--- src/rtl/usbsr_pkg.sv ---
package usbsr_pkg;
    localparam int BYTE_W    = 8;
    localparam int STAT_ADDR = 0;
    localparam int EP_ADDR   = 1;

    // bus-state register bit positions (firmware decodes these)
    localparam int B_SUSP  = 0;
    localparam int B_RWAKE = 1;
    localparam int B_BRST  = 2;
    localparam int B_RESUM = 3;
    localparam int B_REGEN = 4;
    localparam int B_ROUTE = 7;

    typedef enum logic [1:0] {
        LINK_ACTIVE    = 2'd0,
        LINK_SUSPENDED = 2'd1,
        LINK_RESUMED   = 2'd2
    } link_state_e;
endpackage

--- src/rtl/usbsr_link_fsm.sv ---
module usbsr_link_fsm
    import usbsr_pkg::*;
(
    input  logic clk,
    input  logic rst_n,
    input  logic sie_suspend,
    input  logic sie_resume,
    input  logic sie_bus_reset,
    output logic susp_flag,
    output logic resume_flag,
    output logic brst_flag,
    output logic susp_rise,
    output logic resume_rise,
    output logic brst_rise
);
    link_state_e state_q, state_d;
    logic        brst_q;

    // state register
    always_ff @(posedge clk or negedge rst_n) begin
        if (!rst_n) begin
            state_q <= LINK_ACTIVE;
            brst_q  <= 1'b0;
        end else begin
            state_q <= state_d;
            brst_q  <= sie_bus_reset;
        end
    end

    // next-state logic
    always_comb begin
        state_d = state_q;
        unique case (state_q)
            LINK_ACTIVE:
                if (sie_suspend) state_d = LINK_SUSPENDED;
            LINK_SUSPENDED:
                if (!sie_suspend)    state_d = LINK_ACTIVE;
                else if (sie_resume) state_d = LINK_RESUMED;
            LINK_RESUMED:
                if (!sie_suspend) state_d = LINK_ACTIVE;
            default: state_d = LINK_ACTIVE;
        endcase
    end

    // outputs
    always_comb begin
        susp_flag   = (state_q != LINK_ACTIVE);
        resume_flag = (state_q == LINK_RESUMED);
        brst_flag   = brst_q;
        susp_rise   = (state_q == LINK_ACTIVE) && sie_suspend;
        resume_rise = (state_q == LINK_SUSPENDED) && sie_suspend && sie_resume;
        brst_rise   = sie_bus_reset && !brst_q;
    end
endmodule

--- src/rtl/usbsr_ctrl_bits.sv ---
module usbsr_ctrl_bits
    import usbsr_pkg::*;
(
    input  logic              clk,
    input  logic              rst_n,
    input  logic              wr_stat,
    input  logic [BYTE_W-1:0] wdata,
    output logic              rwake_q,
    output logic              regen_q,
    output logic              route_q
);
    always_ff @(posedge clk or negedge rst_n) begin
        if (!rst_n) begin
            rwake_q <= 1'b0;
            regen_q <= 1'b0;
            route_q <= 1'b1;
        end else if (wr_stat) begin
            rwake_q <= wdata[B_RWAKE];
            regen_q <= wdata[B_REGEN];
            route_q <= wdata[B_ROUTE];
        end
    end
endmodule

--- src/rtl/usbsr_ep_flags.sv ---
module usbsr_ep_flags #(
    parameter int NUM_EP = 5
) (
    input  logic              clk,
    input  logic              rst_n,
    input  logic [NUM_EP-1:0] hit,
    input  logic              wr_ep,
    input  logic [NUM_EP-1:0] wbits,
    output logic [NUM_EP-1:0] flags
);
    for (genvar g = 0; g < NUM_EP; g++) begin : g_flag
        always_ff @(posedge clk or negedge rst_n) begin
            if (!rst_n)                 flags[g] <= 1'b0;
            else if (hit[g])            flags[g] <= 1'b1;   // set beats clear
            else if (wr_ep && !wbits[g]) flags[g] <= 1'b0;
        end
    end
endmodule

--- src/rtl/usbsr_irq_merge.sv ---
module usbsr_irq_merge (
    input  logic clk,
    input  logic rst_n,
    input  logic susp_rise,
    input  logic brst_rise,
    input  logic ep_any,
    input  logic resume_rise,
    input  logic irq_en,
    input  logic stack_full,
    output logic usb_irq,
    output logic wake_req
);
    logic irq_ev;
    assign irq_ev = (susp_rise || brst_rise || ep_any) && irq_en && !stack_full;

    always_ff @(posedge clk or negedge rst_n) begin
        if (!rst_n) begin
            usb_irq  <= 1'b0;
            wake_req <= 1'b0;
        end else begin
            usb_irq  <= irq_ev;
            wake_req <= resume_rise;
        end
    end
endmodule

--- src/rtl/usb_evt_regs.sv ---
module usb_evt_regs
    import usbsr_pkg::*;
#(
    parameter int NUM_EP = 5,
    parameter int ADDR_W = 2
) (
    input  logic              clk,
    input  logic              rst_n,
    input  logic              sie_suspend,
    input  logic              sie_resume,
    input  logic              sie_bus_reset,
    input  logic [NUM_EP-1:0] sie_ep_hit,
    input  logic              irq_en,
    input  logic              stack_full,
    input  logic [ADDR_W-1:0] bus_addr,
    input  logic              bus_we,
    input  logic [7:0]        bus_wdata,
    output logic [7:0]        bus_rdata,
    output logic              usb_irq,
    output logic              wake_req,
    output logic              rmt_wake,
    output logic              reg_en,
    output logic              mcu_rst_req
);
    localparam int EP_PAD = BYTE_W - NUM_EP;

    logic sel_stat, sel_ep;
    logic susp_flag, resume_flag, brst_flag;
    logic susp_rise, resume_rise, brst_rise;
    logic rwake_q, regen_q, route_q;
    logic [NUM_EP-1:0] ep_flags;
    logic [BYTE_W-1:0] stat_byte, ep_byte;

    assign sel_stat = (bus_addr == ADDR_W'(STAT_ADDR));
    assign sel_ep   = (bus_addr == ADDR_W'(EP_ADDR));

    usbsr_link_fsm u_link (
        .clk(clk), .rst_n(rst_n),
        .sie_suspend(sie_suspend), .sie_resume(sie_resume),
        .sie_bus_reset(sie_bus_reset),
        .susp_flag(susp_flag), .resume_flag(resume_flag), .brst_flag(brst_flag),
        .susp_rise(susp_rise), .resume_rise(resume_rise), .brst_rise(brst_rise)
    );

    usbsr_ctrl_bits u_ctrl (
        .clk(clk), .rst_n(rst_n),
        .wr_stat(bus_we && sel_stat), .wdata(bus_wdata),
        .rwake_q(rwake_q), .regen_q(regen_q), .route_q(route_q)
    );

    usbsr_ep_flags #(.NUM_EP(NUM_EP)) u_ep (
        .clk(clk), .rst_n(rst_n),
        .hit(sie_ep_hit), .wr_ep(bus_we && sel_ep),
        .wbits(bus_wdata[NUM_EP-1:0]), .flags(ep_flags)
    );

    usbsr_irq_merge u_irq (
        .clk(clk), .rst_n(rst_n),
        .susp_rise(susp_rise), .brst_rise(brst_rise), .ep_any(|sie_ep_hit),
        .resume_rise(resume_rise), .irq_en(irq_en), .stack_full(stack_full),
        .usb_irq(usb_irq), .wake_req(wake_req)
    );

    always_comb begin
        stat_byte         = '0;
        stat_byte[B_SUSP]  = susp_flag;
        stat_byte[B_RWAKE] = rwake_q;
        stat_byte[B_BRST]  = brst_flag;
        stat_byte[B_RESUM] = resume_flag;
        stat_byte[B_REGEN] = regen_q;
        stat_byte[B_ROUTE] = route_q;
        ep_byte            = {{EP_PAD{1'b0}}, ep_flags};
    end

    assign bus_rdata   = sel_stat ? stat_byte : (sel_ep ? ep_byte : '0);
    assign rmt_wake    = rwake_q;
    assign reg_en      = regen_q;
    assign mcu_rst_req = brst_flag && route_q;
endmodule

--- config.mk ---
export PLATFORM = sky130hd
export DESIGN_NAME = usb_evt_regs
export DESIGN_NICKNAME = d
export VERILOG_FILES = /design/src/rtl/usbsr_pkg.sv /design/src/rtl/usbsr_link_fsm.sv /design/src/rtl/usbsr_ctrl_bits.sv /design/src/rtl/usbsr_ep_flags.sv /design/src/rtl/usbsr_irq_merge.sv /design/src/rtl/usb_evt_regs.sv
export SDC_FILE = /design/constraint.sdc
export NUM_CORES = 1
export LEC_CHECK = 0
export BUFFER_PORTS_ARGS = -buffer_cell sky130_fd_sc_hd__buf_2
export CAP_MARGIN = 40
export CORE_UTILIZATION = 45
export CTS_CLUSTER_DIAMETER = 80
export DETAILED_ROUTE_END_ITERATION = 12
export HOLD_SLACK_MARGIN = 0.05
export PLACE_DENSITY = 0.8
export SKIP_CTS_REPAIR_TIMING = 1
export SLEW_MARGIN = 20
export SYNTH_ARGS = -nofsm -noshare
export SYNTH_HDL_FRONTEND = slang
export SYNTH_SLANG_ARGS = --single-unit
--- constraint.sdc ---
create_clock -name clk -period 1.9 [get_ports clk]
set_clock_uncertainty 0.05 [all_clocks]
set_input_delay 0.38 -clock clk [delete_from_list [all_inputs] [get_ports clk]]
set_output_delay 0.38 -clock clk [all_outputs]
set_load 0.005 [all_outputs]
# Word level (Yosys, flattened, before mapping)
# Cells that the tools add are included.
dict set report op_classes {
  n_reduce_logical 33
  eq_ne 6
  muxes 17
}
# operator count
set ops {}
lappend ops {{$logic_and 1x1->1} 14}
lappend ops {{$reduce_bool 2->1} 6}
lappend ops {{$mux 1} 10}
lappend ops {{$mux 2} 4}
lappend ops {{$mux 8} 1}
lappend ops {{$logic_not 1->1} 7}
lappend ops {{$pmux 2 s3} 1}
lappend ops {{$mux 5} 1}
lappend ops {{$reduce_or 5->1} 1}
lappend ops {{$eq 2x1->1 const B} 2}
lappend ops {{$logic_not 2->1} 2}
lappend ops {{$ne 2x2->1 const B} 2}
lappend ops {{$ne 3x3->1 const B} 1}
lappend ops {{$reduce_and 3->1} 1}
lappend ops {{$eq 2x2->1 const B} 1}
lappend ops {{$logic_or 1x1->1} 2}
dict set report totals {
  out_inout_bits 13
  ff_bits 13
  in_bits 23
}

# Longest topological paths before layout
dict set report logic_depth {
  ltp_word 6
  depth_mapped 3
  depth_no_buf 2
}

# Hierarchy
# From an unflattened synthesis, not the netlist that was laid out.
dict set report hier_totals {
  hier_cells 59
  hier_area_um2 668.1
}
# mod area_each_um2 seq_area_each_um2 n_inst cells_per_inst
set by_module_without_submodules {}
lappend by_module_without_submodules {usbsr_ep_flags 193.9 125.1 1 15}
lappend by_module_without_submodules {usb_evt_regs 147.6 0.0 1 22}
lappend by_module_without_submodules {usbsr_link_fsm 143.9 75.1 1 12}
lappend by_module_without_submodules {usbsr_ctrl_bits 110.1 76.3 1 6}
lappend by_module_without_submodules {usbsr_irq_merge 72.6 50.0 1 4}

# Worst setup path after synthesis
# Ideal clock, no wire load.
dict set report synth_timing {
  path_type {input to output}
  startpoint {input port bus_addr[0]}
  endpoint {output port bus_rdata[3]}
  t_arrival_ns 1.007
  path_stages 3
  slack_ns 0.463
  path_cell_list {buf_6 or3b_1 a21oi_1}
}
dict set report synth_between {
  elab_chain_len 3
  elab_cells_between_ends 4
  classes_between {1 x eq/ne; 2 x mux; 1 x reduce/logical}
}
# element line_no
set synth_lines {}
lappend synth_lines {{start, declared} usb_evt_regs.sv:15} ;# input logic [ADDR_W-1:0] bus_addr,
lappend synth_lines {{$eq 2x1->1} usb_evt_regs.sv:35} ;# assign sel_ep = (bus_addr == ADDR_W'(EP_ADDR));
lappend synth_lines {{$mux 5} usb_evt_regs.sv:75} ;# assign bus_rdata = sel_stat ? stat_byte : (sel_ep ? ep_byte : '0);
lappend synth_lines {{$mux 8 (*)} usb_evt_regs.sv:75}
lappend synth_lines {{end, declared} usb_evt_regs.sv:18} ;# output logic [7:0] bus_rdata,
# Every way passes the cells marked *; elsewhere a longest branch is shown, timed or not.

# Final worst setup path
dict set report layout_timing {
  startpoint {register u_link.state_q[0]}
  endpoint {output port bus_rdata[3]}
}
dict set report layout_between {
  elab_chain_len 2
}
# element line_no
set layout_lines {}
lappend layout_lines {{start, declared} usbsr_link_fsm.sv:16} ;# link_state_e state_q, state_d;
lappend layout_lines {{start signal, assigned} usbsr_link_fsm.sv:25} ;# state_q <= state_d;
lappend layout_lines {{$eq 2x2->1} usbsr_link_fsm.sv:48} ;# resume_flag = (state_q == LINK_RESUMED);
lappend layout_lines {{$mux 8} usb_evt_regs.sv:75}
# Every way passes these cells.

==> results.ini <==
[setup_path]
crit_chain = or3b_1, a21oi_1, buf_2
endpoint = bus_rdata[3]
cp_max_fo = 7
worstPathArrival_ns = 1.38
r2r_slack_ns = 0.77
startpoint = u_link.state_q[0]$_DFFE_PN0P_
cp_slowest_stage_delay_ns = 0.44
r2r_start = u_link.state_q[0]$_DFFE_PN0P_
worstPathRequired_ns = 1.47
ff2ff_path_depth = 2
startpoint_type = flip-flop
cp-end-kind = output pin
slowest_stage = dfrtp_1
r2r_end = u_irq.usb_irq$_DFF_PN0_
crit_type = reg -> out

[cells_and_area]
drive_gt1_frac = 0.4301
antennaDiodeCount = 0
post-route-util = 0.6413
nNetsFinal = 117
area_delta_synth_final_pct = 28.15

[route]
avgRoutedWirePerCell_um = 11.68
firstDrtPassIters = 3
drcViolationCount = 0
dr.first_iter.drc_count = 6
vias = 571
ant_nets = 0
vias_per_cell = 5.287
wl_um = 1261

[yosys]
synth_seq_cells = 13
synth.avg_cell_area_um2 = 11.45
netlist_top_cells_count = dfrtp_1, a21o_1, nand4bb_1, nor2_1, nand2b_1
syn_area_um2 = 675.6
synth.largest_area_cell = dfrtp_1
synthTopCellsByArea = dfrtp_1, nand4bb_1, a21o_1, mux2_2, mux2i_1
synth_top_area_frac = 0.4444
yosysMostFrequentCell = dfrtp_1
yosysWarnings = 0
ys_seq_area_frac = 0.4833
synth_edf_count = 0
synthFlopType = dfrtp_1
yosysUniqueCellTypes = 23
syn_inst = 59
async_reset_ff_frac = 1.000

[timing]
finalSetupViolations = 0
fmax_ghz = 0.5514
hold_viol = 0
slew_viol_final = 0
final.min_clock_period_ns = 1.814
finalSetupTns_ns = 0
rsz0062_at_grt = false
finalCritPeriodShare = 0.9545

[die]
rows = 13
dieArea_mm2 = 0.001661
fp.dieW_um = 40.75
coreArea_mm2 = 0.001350
die_y_um = 40.75
start_util = 0.5005
io_pins = 36

[clock_tree]
cts_tree = built
cts-root-buf = clkbuf_4
clockBufferDepth = 2
numCtsBuffers = 3
worstSkewPairLatency_ns = 0.26
clk_pin_slew_ns = 0.08
cts_sinks = 13
htreeDepth = 1

[flow_run]
maxCapViolations = 0

[global_route]
track_usage = 0.1910
antenna_found_initial = 0
grt_pass1_vias = 466
grt_pass1_wl_um = 1938
grt_max_degree = 14
grt_overflow = 0

[power]
power.leakage_uw = 0.0004085
powerDensity_mw_per_mm2 = 691.7
vdd_drop_max_mv = 0.4386

[outcome]
outcome = finished, final reports clean

[placed_design]
gp_congestion = 0.6721
numPortBuffers = 31

[min_path]
min_path_type = in -> reg

[metrics by stage]
stage	power, uW	instance area, um^2	hold slack, ns	setup WS (ns)	std cells
2_1_floorplan	383.4	679.4	0.03441	0.4634	60
5_1_grt	646.9	865.8	0.1595	0.01067	108
6_report	598.9	865.8	0.1813	0.08637	108
3_5_place_dp	440.8	829.5	0.2317	0.3160	103
3_3_place_gp	437.2	829.5	0.2274	0.3343	103
4_1_cts	606.6	855.8	-0.06206	0.06686	107
[state kept, by name, summed over array words and instances (netlist names)]
name / count
u_irq.usb_irq: 1
u_ctrl.route_q: 1
u_ctrl.regen_q: 1
u_ctrl.rwake_q: 1
u_irq.wake_req: 1
u_link.state_q: 2
u_link.brst_flag: 1
u_ep.flags: 5
[final cells by class]
class / instances / area [um^2]
fillers: 121 / 484.2
repair buffers: 33 / 172.7
flip-flops and latches: 13 / 326.6
well taps: 15 / 18.77
clock buffers: 4 / 26.28
multi-input cells: 43 / 321.6
[layer usage]
layer	up-vias	track usage	share of wire
met4	0	0.1000	0
li1	279	-	-
met1	265	0.2111	0.46
met2	27	0.3056	0.46
met3	0	0.08696	0.076
met5	-	0	0
[worst max-delay path: cells and delay by family (launching register included)]
kind | cells | cell delay, ns
compound gates | 1 | 0.16
simple gates | 1 | 0.39
flops | 1 | 0.44
buf+inv | 1 | 0.13
[kinds of logic after synthesis]
logic type      count (synthesis)  synth area share
buf+inv                         4           0.04628
mux                             6           0.09444
compound gates                  9           0.09446
flops                          13            0.4833
simple gates                   26            0.2759
other cells                     1          0.005550
[layout by cell type (no fill, tap or decap), types with 3 or more instances in the layout]
master and count:
nand2b_1 4, dfrtp_1 12, nor3_1 3, buf_2 31, nor2_1 5, clkbuf_4 3, mux2_2 3, nand4bb_1 5
mux2i_1 3, a21o_1 5
[worst min path at each step]
stage                              from                    endpoint  cells past startpoint
final                     sie_bus_reset  u_link.brst_flag$_DFF_PN0_                      1
after global routing      sie_bus_reset  u_link.brst_flag$_DFF_PN0_                      1
after CTS                         rst_n   u_ep.flags[1]$_DFFE_PN0P_                      1
after detailed placement          rst_n   u_ep.flags[1]$_DFFE_PN0P_                      1
after global placement            rst_n   u_ep.flags[1]$_DFFE_PN0P_                      1
after floorplan                   rst_n  u_ctrl.regen_q$_DFFE_PN0P_                      0
[where the power goes]
part / switching (uW) / total, uW / internal [uW] / leakage, uW
Clock: 82.5 / 164 / 81.1 / 0.0000150
Sequential: 16.2 / 318 / 302 / 0.000144
Combinational: 50.0 / 117 / 67.5 / 0.000250
Power figures use the tool's default switching activity.
